`src/rtl/pba_pkg.sv`:
```
package pba_pkg;
    localparam int DW = 8;
    localparam int BANKW = 3;

    typedef enum logic [2:0] {
        OP_NOP        = 3'd0,
        OP_ALLOC      = 3'd1,
        OP_RST_POOL   = 3'd2,
        OP_POP_RX     = 3'd3,
        OP_POP_RX_REL = 3'd4,
        OP_RELEASE    = 3'd5,
        OP_QUEUE_TX   = 3'd6,
        OP_RST_TXQ    = 3'd7
    } pool_op_e;

    localparam logic [DW-1:0] FAIL_CODE = 8'h80;
    localparam logic [DW-1:0] ACK_MASK  = 8'hD6;

    localparam int ST_RCV   = 0;
    localparam int ST_TX    = 1;
    localparam int ST_TXE   = 2;
    localparam int ST_ALLOC = 3;

    localparam logic [3:0] OFF_BANK   = 4'd14;
    localparam logic [3:0] B0_SIZE    = 4'd0;
    localparam logic [3:0] B0_FREE    = 4'd1;
    localparam logic [3:0] B0_CTRL    = 4'd2;
    localparam logic [3:0] B2_CMD     = 4'd0;
    localparam logic [3:0] B2_PNUM    = 4'd2;
    localparam logic [3:0] B2_RESULT  = 4'd3;
    localparam logic [3:0] B2_TXDONE  = 4'd4;
    localparam logic [3:0] B2_RXHEAD  = 4'd5;
    localparam logic [3:0] B2_STATUS  = 4'd12;
    localparam logic [3:0] B2_MASK    = 4'd13;
endpackage

```
`src/rtl/pba_queue.sv`:
```
module pba_queue #(
    parameter int DEPTH = 4,
    parameter int IDXW  = 2,
    parameter int CW    = 3
) (
    input  logic                  clk,
    input  logic                  rst_n,
    input  logic                  clr,
    input  logic                  pop,
    input  logic                  push,
    input  logic [IDXW-1:0]       push_val,
    output logic [CW-1:0]         cnt,
    output logic [IDXW-1:0]       head,
    output logic [DEPTH*IDXW-1:0] entries
);
    typedef struct packed {
        logic [DEPTH-1:0][IDXW-1:0] ent;
        logic [CW-1:0]              cnt;
    } q_st_t;

    q_st_t st_d, st_q;

    always_comb begin
        st_d = st_q;
        if (clr) begin
            st_d.cnt = '0;
        end else if (pop && st_q.cnt != '0) begin
            for (int i = 0; i < DEPTH - 1; i++) begin
                st_d.ent[i] = st_q.ent[i+1];
            end
            st_d.cnt = st_q.cnt - 1'b1;
        end
        if (push && st_d.cnt < CW'(DEPTH)) begin
            for (int i = 0; i < DEPTH; i++) begin
                if (CW'(i) == st_d.cnt) st_d.ent[i] = push_val;
            end
            st_d.cnt = st_d.cnt + 1'b1;
        end
    end

    always_ff @(posedge clk) begin
        if (!rst_n) st_q <= '0;
        else        st_q <= st_d;
    end

    assign cnt     = st_q.cnt;
    assign head    = st_q.ent[0];
    assign entries = st_q.ent;

    // a push into a full queue is dropped and leaves the contents alone
    p_full_push_ignored_r5: assert property (@(posedge clk) disable iff (!rst_n)
        (push && !pop && !clr && st_q.cnt == CW'(DEPTH))
        |=> (st_q.cnt == CW'(DEPTH) && $stable(st_q.ent)));

    // a pop on a non-empty queue moves the second entry to the head
    p_pop_shift_r6: assert property (@(posedge clk) disable iff (!rst_n)
        (pop && !clr && !push && st_q.cnt > CW'(1))
        |=> (st_q.ent[0] == $past(st_q.ent[1]) && st_q.cnt == $past(st_q.cnt) - 1'b1));
endmodule

```
`src/rtl/pba_pool.sv`:
```
module pba_pool #(
    parameter int NBUF = 4,
    parameter int IDXW = 2,
    parameter int CW   = 3
) (
    input  logic            clk,
    input  logic            rst_n,
    input  logic            clr_all,
    input  logic            rx_take,
    input  logic            reg_take,
    input  logic [NBUF-1:0] rel_mask,
    output logic [IDXW-1:0] rx_idx,
    output logic            rx_ok,
    output logic [IDXW-1:0] reg_idx,
    output logic            reg_ok,
    output logic [CW-1:0]   free_cnt,
    output logic            full
);
    typedef struct packed {
        logic [NBUF-1:0] used;
    } pool_st_t;

    pool_st_t st_d, st_q;
    logic [NBUF-1:0] rx_set, reg_set, reg_view;

    function automatic logic [IDXW-1:0] lowest_zero(input logic [NBUF-1:0] v);
        logic [IDXW-1:0] r;
        r = '0;
        for (int i = NBUF - 1; i >= 0; i--) begin
            if (!v[i]) r = IDXW'(i);
        end
        return r;
    endfunction

    always_comb begin
        full     = &st_q.used;
        rx_ok    = !full;
        rx_idx   = lowest_zero(st_q.used);
        rx_set   = (rx_take && rx_ok) ? (NBUF'(1) << rx_idx) : '0;
        reg_view = st_q.used | rx_set;
        reg_ok   = !(&reg_view);
        reg_idx  = lowest_zero(reg_view);
        reg_set  = (reg_take && reg_ok) ? (NBUF'(1) << reg_idx) : '0;
        free_cnt = '0;
        for (int i = 0; i < NBUF; i++) begin
            free_cnt = free_cnt + CW'(!st_q.used[i]);
        end
    end

    always_comb begin
        st_d = st_q;
        if (clr_all) st_d.used = '0;
        else         st_d.used = (st_q.used & ~rel_mask) | rx_set | reg_set;
    end

    always_ff @(posedge clk) begin
        if (!rst_n) st_q <= '0;
        else        st_q <= st_d;
    end

    // simultaneous claims never receive the same buffer
    p_distinct_claims_r11: assert property (@(posedge clk) disable iff (!rst_n)
        (rx_take && reg_take && rx_ok && reg_ok) |-> (rx_idx != reg_idx));

    // a granted register allocation marks that buffer as used next cycle
    p_grant_marks_r2: assert property (@(posedge clk) disable iff (!rst_n)
        (reg_take && reg_ok && !clr_all) |=> st_q.used[$past(reg_idx)]);
endmodule

```
`src/rtl/pba_unit.sv`:
```
module pba_unit
    import pba_pkg::*;
#(
    parameter int NBUF = 4,
    parameter int IDXW = $clog2(NBUF),
    parameter int CW   = $clog2(NBUF + 1)
) (
    input  logic                 clk,
    input  logic                 rst_n,
    input  logic [3:0]           reg_addr,
    input  logic                 reg_we,
    input  logic [7:0]           reg_wdata,
    output logic [7:0]           reg_rdata,
    output logic                 irq,
    input  logic                 tx_start,
    input  logic                 tx_done,
    input  logic [IDXW-1:0]      tx_done_num,
    output logic                 tx_req,
    output logic [CW-1:0]        tx_pend_cnt,
    output logic [NBUF*IDXW-1:0] tx_pend_list,
    input  logic                 rx_req,
    output logic [IDXW-1:0]      rx_buf_num,
    output logic                 rx_pool_full
);
    typedef struct packed {
        logic [BANKW-1:0] bank;
        logic [IDXW-1:0]  pnum;
        logic [DW-1:0]    result;
        logic             auto_rel;
        logic [DW-1:0]    status;
        logic [DW-1:0]    mask;
    } unit_st_t;

    unit_st_t st_d, st_q;

    logic     wr_b0, wr_b2;
    pool_op_e op;
    logic cmd_alloc, cmd_rst_pool, cmd_pop_rx, cmd_pop_rx_rel;
    logic cmd_release, cmd_queue, cmd_rst_txq, ack_wr, ack_tx;
    logic rx_take, done_eff;
    logic [NBUF-1:0] rel_mask;

    logic [IDXW-1:0] rx_idx, reg_idx;
    logic            rx_ok, reg_ok, pool_full;
    logic [CW-1:0]   free_cnt;

    logic [CW-1:0]        pend_cnt, done_cnt, rxq_cnt;
    logic [IDXW-1:0]      pend_head, done_head, rxq_head;
    logic [NBUF*IDXW-1:0] pend_list, unused_done_list, unused_rx_list;
    logic [DW-1:0]        status_rd;

    // command decode
    always_comb begin
        wr_b0          = reg_we && st_q.bank == BANKW'(0);
        wr_b2          = reg_we && st_q.bank == BANKW'(2);
        op             = pool_op_e'(reg_wdata[7:5]);
        cmd_alloc      = wr_b2 && reg_addr == B2_CMD && op == OP_ALLOC;
        cmd_rst_pool   = wr_b2 && reg_addr == B2_CMD && op == OP_RST_POOL;
        cmd_pop_rx     = wr_b2 && reg_addr == B2_CMD && op == OP_POP_RX;
        cmd_pop_rx_rel = wr_b2 && reg_addr == B2_CMD && op == OP_POP_RX_REL;
        cmd_release    = wr_b2 && reg_addr == B2_CMD && op == OP_RELEASE;
        cmd_queue      = wr_b2 && reg_addr == B2_CMD && op == OP_QUEUE_TX;
        cmd_rst_txq    = wr_b2 && reg_addr == B2_CMD && op == OP_RST_TXQ;
        ack_wr         = wr_b2 && reg_addr == B2_STATUS;
        ack_tx         = ack_wr && reg_wdata[ST_TX];
        rx_take        = rx_req && !cmd_rst_pool;
        done_eff       = tx_done && !cmd_rst_pool && !cmd_rst_txq;
        rel_mask       = '0;
        if (cmd_release) rel_mask = rel_mask | (NBUF'(1) << st_q.pnum);
        if (cmd_pop_rx_rel && rxq_cnt != '0) rel_mask = rel_mask | (NBUF'(1) << rxq_head);
        if (done_eff && st_q.auto_rel) rel_mask = rel_mask | (NBUF'(1) << tx_done_num);
    end

    pba_pool #(.NBUF(NBUF), .IDXW(IDXW), .CW(CW)) u_pool (
        .clk      (clk),
        .rst_n    (rst_n),
        .clr_all  (cmd_rst_pool),
        .rx_take  (rx_take),
        .reg_take (cmd_alloc),
        .rel_mask (rel_mask),
        .rx_idx   (rx_idx),
        .rx_ok    (rx_ok),
        .reg_idx  (reg_idx),
        .reg_ok   (reg_ok),
        .free_cnt (free_cnt),
        .full     (pool_full)
    );

    pba_queue #(.DEPTH(NBUF), .IDXW(IDXW), .CW(CW)) u_pend_q (
        .clk      (clk),
        .rst_n    (rst_n),
        .clr      (cmd_rst_pool || cmd_rst_txq || tx_start),
        .pop      (1'b0),
        .push     (cmd_queue),
        .push_val (st_q.pnum),
        .cnt      (pend_cnt),
        .head     (pend_head),
        .entries  (pend_list)
    );

    pba_queue #(.DEPTH(NBUF), .IDXW(IDXW), .CW(CW)) u_done_q (
        .clk      (clk),
        .rst_n    (rst_n),
        .clr      (cmd_rst_pool || cmd_rst_txq),
        .pop      (ack_tx),
        .push     (done_eff && !st_q.auto_rel),
        .push_val (tx_done_num),
        .cnt      (done_cnt),
        .head     (done_head),
        .entries  (unused_done_list)
    );

    pba_queue #(.DEPTH(NBUF), .IDXW(IDXW), .CW(CW)) u_rx_q (
        .clk      (clk),
        .rst_n    (rst_n),
        .clr      (cmd_rst_pool),
        .pop      (cmd_pop_rx || cmd_pop_rx_rel),
        .push     (rx_take && rx_ok),
        .push_val (rx_idx),
        .cnt      (rxq_cnt),
        .head     (rxq_head),
        .entries  (unused_rx_list)
    );

    // status view: queue-derived bits override the stored copy
    always_comb begin
        status_rd         = st_q.status;
        status_rd[ST_RCV] = rxq_cnt != '0;
        status_rd[ST_TX]  = done_cnt != '0;
        status_rd[ST_TXE] = pend_cnt == '0;
    end

    // next-state logic for the register file
    always_comb begin
        st_d = st_q;
        if (reg_we && reg_addr == OFF_BANK) st_d.bank = reg_wdata[BANKW-1:0];
        if (wr_b0 && reg_addr == B0_CTRL)   st_d.auto_rel = reg_wdata[0];
        if (wr_b2 && reg_addr == B2_PNUM)   st_d.pnum = reg_wdata[IDXW-1:0];
        if (wr_b2 && reg_addr == B2_MASK)   st_d.mask = reg_wdata;
        if (ack_wr) st_d.status = st_q.status & ~(reg_wdata & ACK_MASK);
        if (cmd_alloc) begin
            st_d.result          = reg_ok ? DW'(reg_idx) : FAIL_CODE;
            st_d.status[ST_ALLOC] = reg_ok;
        end
        if (cmd_rst_pool) begin
            st_d.result           = '0;
            st_d.status[ST_ALLOC] = 1'b0;
        end
    end

    always_ff @(posedge clk) begin
        if (!rst_n) st_q <= '0;
        else        st_q <= st_d;
    end

    // register read mux
    always_comb begin
        reg_rdata = '0;
        if (reg_addr == OFF_BANK) begin
            reg_rdata = DW'(st_q.bank);
        end else if (st_q.bank == BANKW'(0)) begin
            case (reg_addr)
                B0_SIZE: reg_rdata = DW'(NBUF);
                B0_FREE: reg_rdata = DW'(free_cnt);
                B0_CTRL: reg_rdata = DW'(st_q.auto_rel);
                default: reg_rdata = '0;
            endcase
        end else if (st_q.bank == BANKW'(2)) begin
            case (reg_addr)
                B2_PNUM:   reg_rdata = DW'(st_q.pnum);
                B2_RESULT: reg_rdata = st_q.result;
                B2_TXDONE: reg_rdata = (done_cnt == '0) ? FAIL_CODE : DW'(done_head);
                B2_RXHEAD: reg_rdata = (rxq_cnt == '0) ? FAIL_CODE : DW'(rxq_head);
                B2_STATUS: reg_rdata = status_rd;
                B2_MASK:   reg_rdata = st_q.mask;
                default:   reg_rdata = '0;
            endcase
        end
    end

    assign irq          = |(status_rd & st_q.mask);
    assign tx_req       = pend_cnt != '0;
    assign tx_pend_cnt  = pend_cnt;
    assign tx_pend_list = pend_list;
    assign rx_buf_num   = rx_idx;
    assign rx_pool_full = pool_full;

    logic unused_sig;
    assign unused_sig = ^{unused_done_list, unused_rx_list, pend_head};

    // a refused allocation leaves the failure code in the result register
    p_fail_code_r2: assert property (@(posedge clk) disable iff (!rst_n)
        (cmd_alloc && !reg_ok) |=> st_q.result == FAIL_CODE);

    // a transmit start with no concurrent queue command empties the pending queue
    p_drain_all_r4: assert property (@(posedge clk) disable iff (!rst_n)
        (tx_start && !cmd_queue) |=> pend_cnt == '0);

    // with auto-release on, a completion never lengthens the completed queue
    p_auto_bypass_r5: assert property (@(posedge clk) disable iff (!rst_n)
        (done_eff && st_q.auto_rel && !ack_tx) |=> $stable(done_cnt));

    // the pool reset leaves nothing allocated or queued
    p_pool_reset_r9: assert property (@(posedge clk) disable iff (!rst_n)
        cmd_rst_pool |=> (free_cnt == CW'(NBUF) && rxq_cnt == '0 && done_cnt == '0 && pend_cnt == '0));

    // a receive claim with the pool full leaves the receive queue unchanged
    p_rx_full_drop_r8: assert property (@(posedge clk) disable iff (!rst_n)
        (rx_req && pool_full && !cmd_pop_rx && !cmd_pop_rx_rel && !cmd_rst_pool) |=> $stable(rxq_cnt));
endmodule

```
`config.mk`:
```
export PLATFORM = sky130hd
export DESIGN_NAME = pba_unit
export DESIGN_NICKNAME = d
export VERILOG_FILES = /design/src/rtl/pba_pkg.sv /design/src/rtl/pba_queue.sv /design/src/rtl/pba_pool.sv /design/src/rtl/pba_unit.sv
export SDC_FILE = /design/constraint.sdc
export NUM_CORES = 1
export LEC_CHECK = 0
export CAP_MARGIN = 20
export CORE_ASPECT_RATIO = 1.2
export CORE_MARGIN = 10
export CORE_UTILIZATION = 50
export CTS_CLUSTER_SIZE = 24
export DETAILED_ROUTE_END_ITERATION = 16
export GPL_TIMING_DRIVEN = 0
export HOLD_SLACK_MARGIN = 0.08
export PLACE_DENSITY = 0.78
export SETUP_SLACK_MARGIN = 0.05
export SLEW_MARGIN = 20
export SYNTH_ARGS = -nofsm -noshare
export SYNTH_HDL_FRONTEND = slang
export SYNTH_SLANG_ARGS = --single-unit
```
`constraint.sdc`:
```
create_clock -name clk -period 2.9 [get_ports clk]
set_input_delay 0.58 -clock clk [delete_from_list [all_inputs] [get_ports clk]]
set_output_delay 0.58 -clock clk [all_outputs]
set_load 0.02 [all_outputs]
```
==> out/summary.txt, run 1 <==
fin cells - 606
nets - 556
vias per cell - 5.964
core area - 7189 um^2
DRC violations left - 0
drt first pass iters - 6
commonest cells after routing, fill and taps aside - nand2_1 (66), dfxtp_1 (55), a21oi_1 (40)
Worst VDD drop - 0.2583 mV
layout cell share with drive strength beyond 1 - 18.22%
Clk pwr share - 37.0%
Initial Util - 51.06%
initial antenna violation count - 0
vias in the first global route - 3540
Max-slew headroom - 45.08%
top_reg_cell synth - dfxtp_1
FP Rows - 34
Worst Path Arrival - 2.24 ns
area delta synth->final - 25.26%
Die Y-Extent - 113.9 um
largest family of logic cells by synthesized area - simple AND/OR/NAND/NOR gates
hold slack - 0.4519 ns
post-layout min period - 2.821 ns
DP HPWL - 7.604 mm
Worst-Margin Slew - 0.8175 ns
clk sinks - 58
Post-DRT Antenna Nets - 0
mux cell area share after synthesis - 7.873%
vias - 3614
Synth Area in Compound Gates - 19.94%
Tcrit/Tclk final - 97.29%
Worst setup EP type - output port
Clk Latency, worst-skew pair - 0.34 ns
share of power burned in registers - 45.0%
Max Clk Rate - 354.4 MHz
commonest non-fill, non-tap cell in the layout - nand2_1
max cap viols - 0
Slew Limit Fails - 0
total grt overflow - 0
largest net degree at the start of global routing - 11
Comb pwr share - 17.9%
Ys Warns - 0
startpoint types - input pin
syn avg cell area - 8.158 um^2
post-synthesis sequential area ratio - 31.63%
Tot GR Track Use - 18.59%
Iter 0 DRT Violations - 379
RePlAce Congestion - 0.9694
async set-reset flop share out of synthesis - 0%
internal power - 0.001328 W
Setup violations, final - 0
status - finished clean
chip width - 98.22 um
RSZ-0062 raised after global routing - yes
Setup Skew - 0.008138 ns
distinct cell type count after synthesis - 64
io pins - 44
pwr dens - 404.2 nW/um^2
port bufs - 40
critical path fanouts, max - 8
diode count - 0
Mapped Area - 3671 um^2
Fin. Hold Viols - 0
Hold-fix buffers, CTS - 0
Synth Net Count - 493
clock root buffer - clkbuf_8
DR WL/cell - 17.15 um
Fin Setup TNS - 0 ns
number of CTS-inserted buffers - 9
clk slew on worst S/H paths - 0.07 ns
Post-Synthesis Cells - 450
Synth Area in Adders - 8.316%
global-route wire length before repair - 17.33 mm
Simple-Gate Fraction of Synth Area - 25.19%
Net Sw Frac - 28.52%
Worst Hold Class - register to register
leak pwr - 1.861 nW
crit path kind - input pin to output port
worst endpoint required time - 2.32 ns
post-synthesis xor/xnor area fraction - 1.193%
# placed instances - 580
Psw - 0.0005301 W
Post-synth EDFFs - 0
Seq cells post-synth - 58
CTS tree - done
CTS Buffer Depth - 2
die area - 11180 um^2
H-Tree Depth - 3
final wirelength - 10.39 mm
==> metrics by stage <==
step / cell area, um^2 / util [%] / setup slack, ns / total power [W]
floorplan: 3674 / - / -0.01220 / 0.001046
global route: 4598 / 63.96 / 0.03511 / 0.001948
CTS: 4561 / 63.44 / 0.03750 / 0.001859
finish: 4598 / 63.96 / 0.07866 / 0.001859
global placement: 4187 / 58.23 / -1.156 / 0.001136
detailed placement: 4187 / 58.23 / -1.148 / 0.001146
==> power groups by stage <==
stage	clock network [W]	logic [W]	registers, W
6_report	0.000689	0.000333	0.000837
3_3_place_gp	0	0.000284	0.000852
2_1_floorplan	0	0.000200	0.000847
4_1_cts	0.000706	0.000316	0.000836
3_5_place_dp	0	0.000293	0.000853
5_1_grt	0.000743	0.000366	0.000839
==> synthesized netlist by cell type (3+ instances only) <==
| cell type | n | area, um^2 |
|---|---|---|
| nor4_1 | 5 | 31.28 |
| o211a_1 | 5 | 50.05 |
| a221o_1 | 3 | 30.03 |
| nand2_1 | 66 | 247.7 |
| o31ai_1 | 4 | 30.03 |
| ha_1 | 22 | 275.3 |
| mux2i_1 | 21 | 210.2 |
| nor2_1 | 28 | 105.1 |
| nand3_1 | 25 | 125.1 |
| a221oi_1 | 4 | 35.03 |
| dfxtp_1 | 58 | 1161 |
| xnor2_1 | 3 | 26.28 |
| nor3_1 | 9 | 45.04 |
| buf_2 | 3 | 15.01 |
| a21oi_1 | 41 | 205.2 |
| and2_1 | 4 | 25.02 |
| clkbuf_1 | 15 | 56.30 |
| buf_1 | 3 | 11.26 |
| or4_4 | 3 | 33.78 |
| inv_1 | 23 | 86.33 |
| nand4_1 | 7 | 43.79 |
| o21ai_0 | 10 | 50.05 |
| nor2b_1 | 12 | 75.07 |
| a22oi_1 | 10 | 75.07 |
| a211o_1 | 3 | 26.28 |
| mux2_2 | 7 | 78.83 |
| nand2b_1 | 7 | 43.79 |
==> sequential cells by signal (all words and copies together) (netlist names) <==
name,cells
u_rx_q.entries,6
u_done_q.head,2
u_done_q.entries,6
u_pool.st_q,4
u_rx_q.cnt,3
u_pend_q.head,2
u_rx_q.head,2
st_q,21
u_done_q.cnt,3
u_pend_q.entries,6
u_pend_q.cnt,3
==> final cells by class <==
| cell class | instances | area [um^2] |
|---|---|---|
| Multi-Input combinational cell | 342 | 2425 |
| Inverter | 24 | 90.09 |
| Clock buffer | 12 | 165.2 |
| Timing Repair Buffer | 54 | 461.7 |
| Clock inverter | 2 | 12.51 |
| Fill cell | 623 | 2591 |
| Buffer | 24 | 166.4 |
| Sequential cell | 58 | 1165 |
| Tap cell | 90 | 112.6 |
==> repair_timing <==
| action | CTS | global route |
|---|---|---|
| gates resized for setup | 80 | 19 |
| pin swaps | 9 | 3 |
| buffers inserted | 13 | 1 |
| setup endpoints to repair | 33 | 8 |
==> worst max-delay path, stage by stage <==
cell           delay (ns)
dlygate4sd2_1        0.26
buf_6                0.14
nor2_4               0.12
a21oi_1              0.10
or4b_4               0.58
buf_4                0.17
o21ai_2              0.15
buf_6                0.13
==> routing by layer <==
metal | track usage (%) | wire [um] | up-vias
li1 | - | - | 1743
met1 | 21.95 | 4317 | 1702
met2 | 31.50 | 5141 | 143
met3 | 4.598 | 734 | 26
met5 | 0 | 0 | -
met4 | 7.560 | 195 | 0
==> kinds of logic (layout without fill, tap and decap cells) <==
logic type      Yosys count  in the layout
simple gates            182            182
compound gates          103            103
flops                    58             58
buf+inv                  50            116
mux                      28             28
fa+ha+maj                24             24
xor+xnor                  5              5
==> path summary, 6_finish.rpt <==
path / from / cells after the start / slack [ns] / endpoint
worst min-delay path: st_q[15] / 2 / 0.45 / st_q[15]
worst max-delay path: reg_addr[3] / 8 / 0.08 / reg_rdata[1]
worst min register to register: st_q[15] / 2 / 0.45 / st_q[15]
worst max register to register: st_q[28] / 10 / 0.30 / u_pend_q.cnt[2]
(Power assumes the default switching activity.)
==> run 2: changes to the inputs <==
Settings changed: CTS_BUF_LIST set to sky130_fd_sc_hd__clkbuf_8 sky130_fd_sc_hd__clkbuf_16.
==> results of run 2 <==
The final DEF is identical to that of run 1; final timing and power are the same.
==> run 3: changes to the inputs <==
Settings changed: CAP_MARGIN 20 to 30.
==> results of run 3 <==
The final DEF is identical to that of run 1; final timing and power are the same.
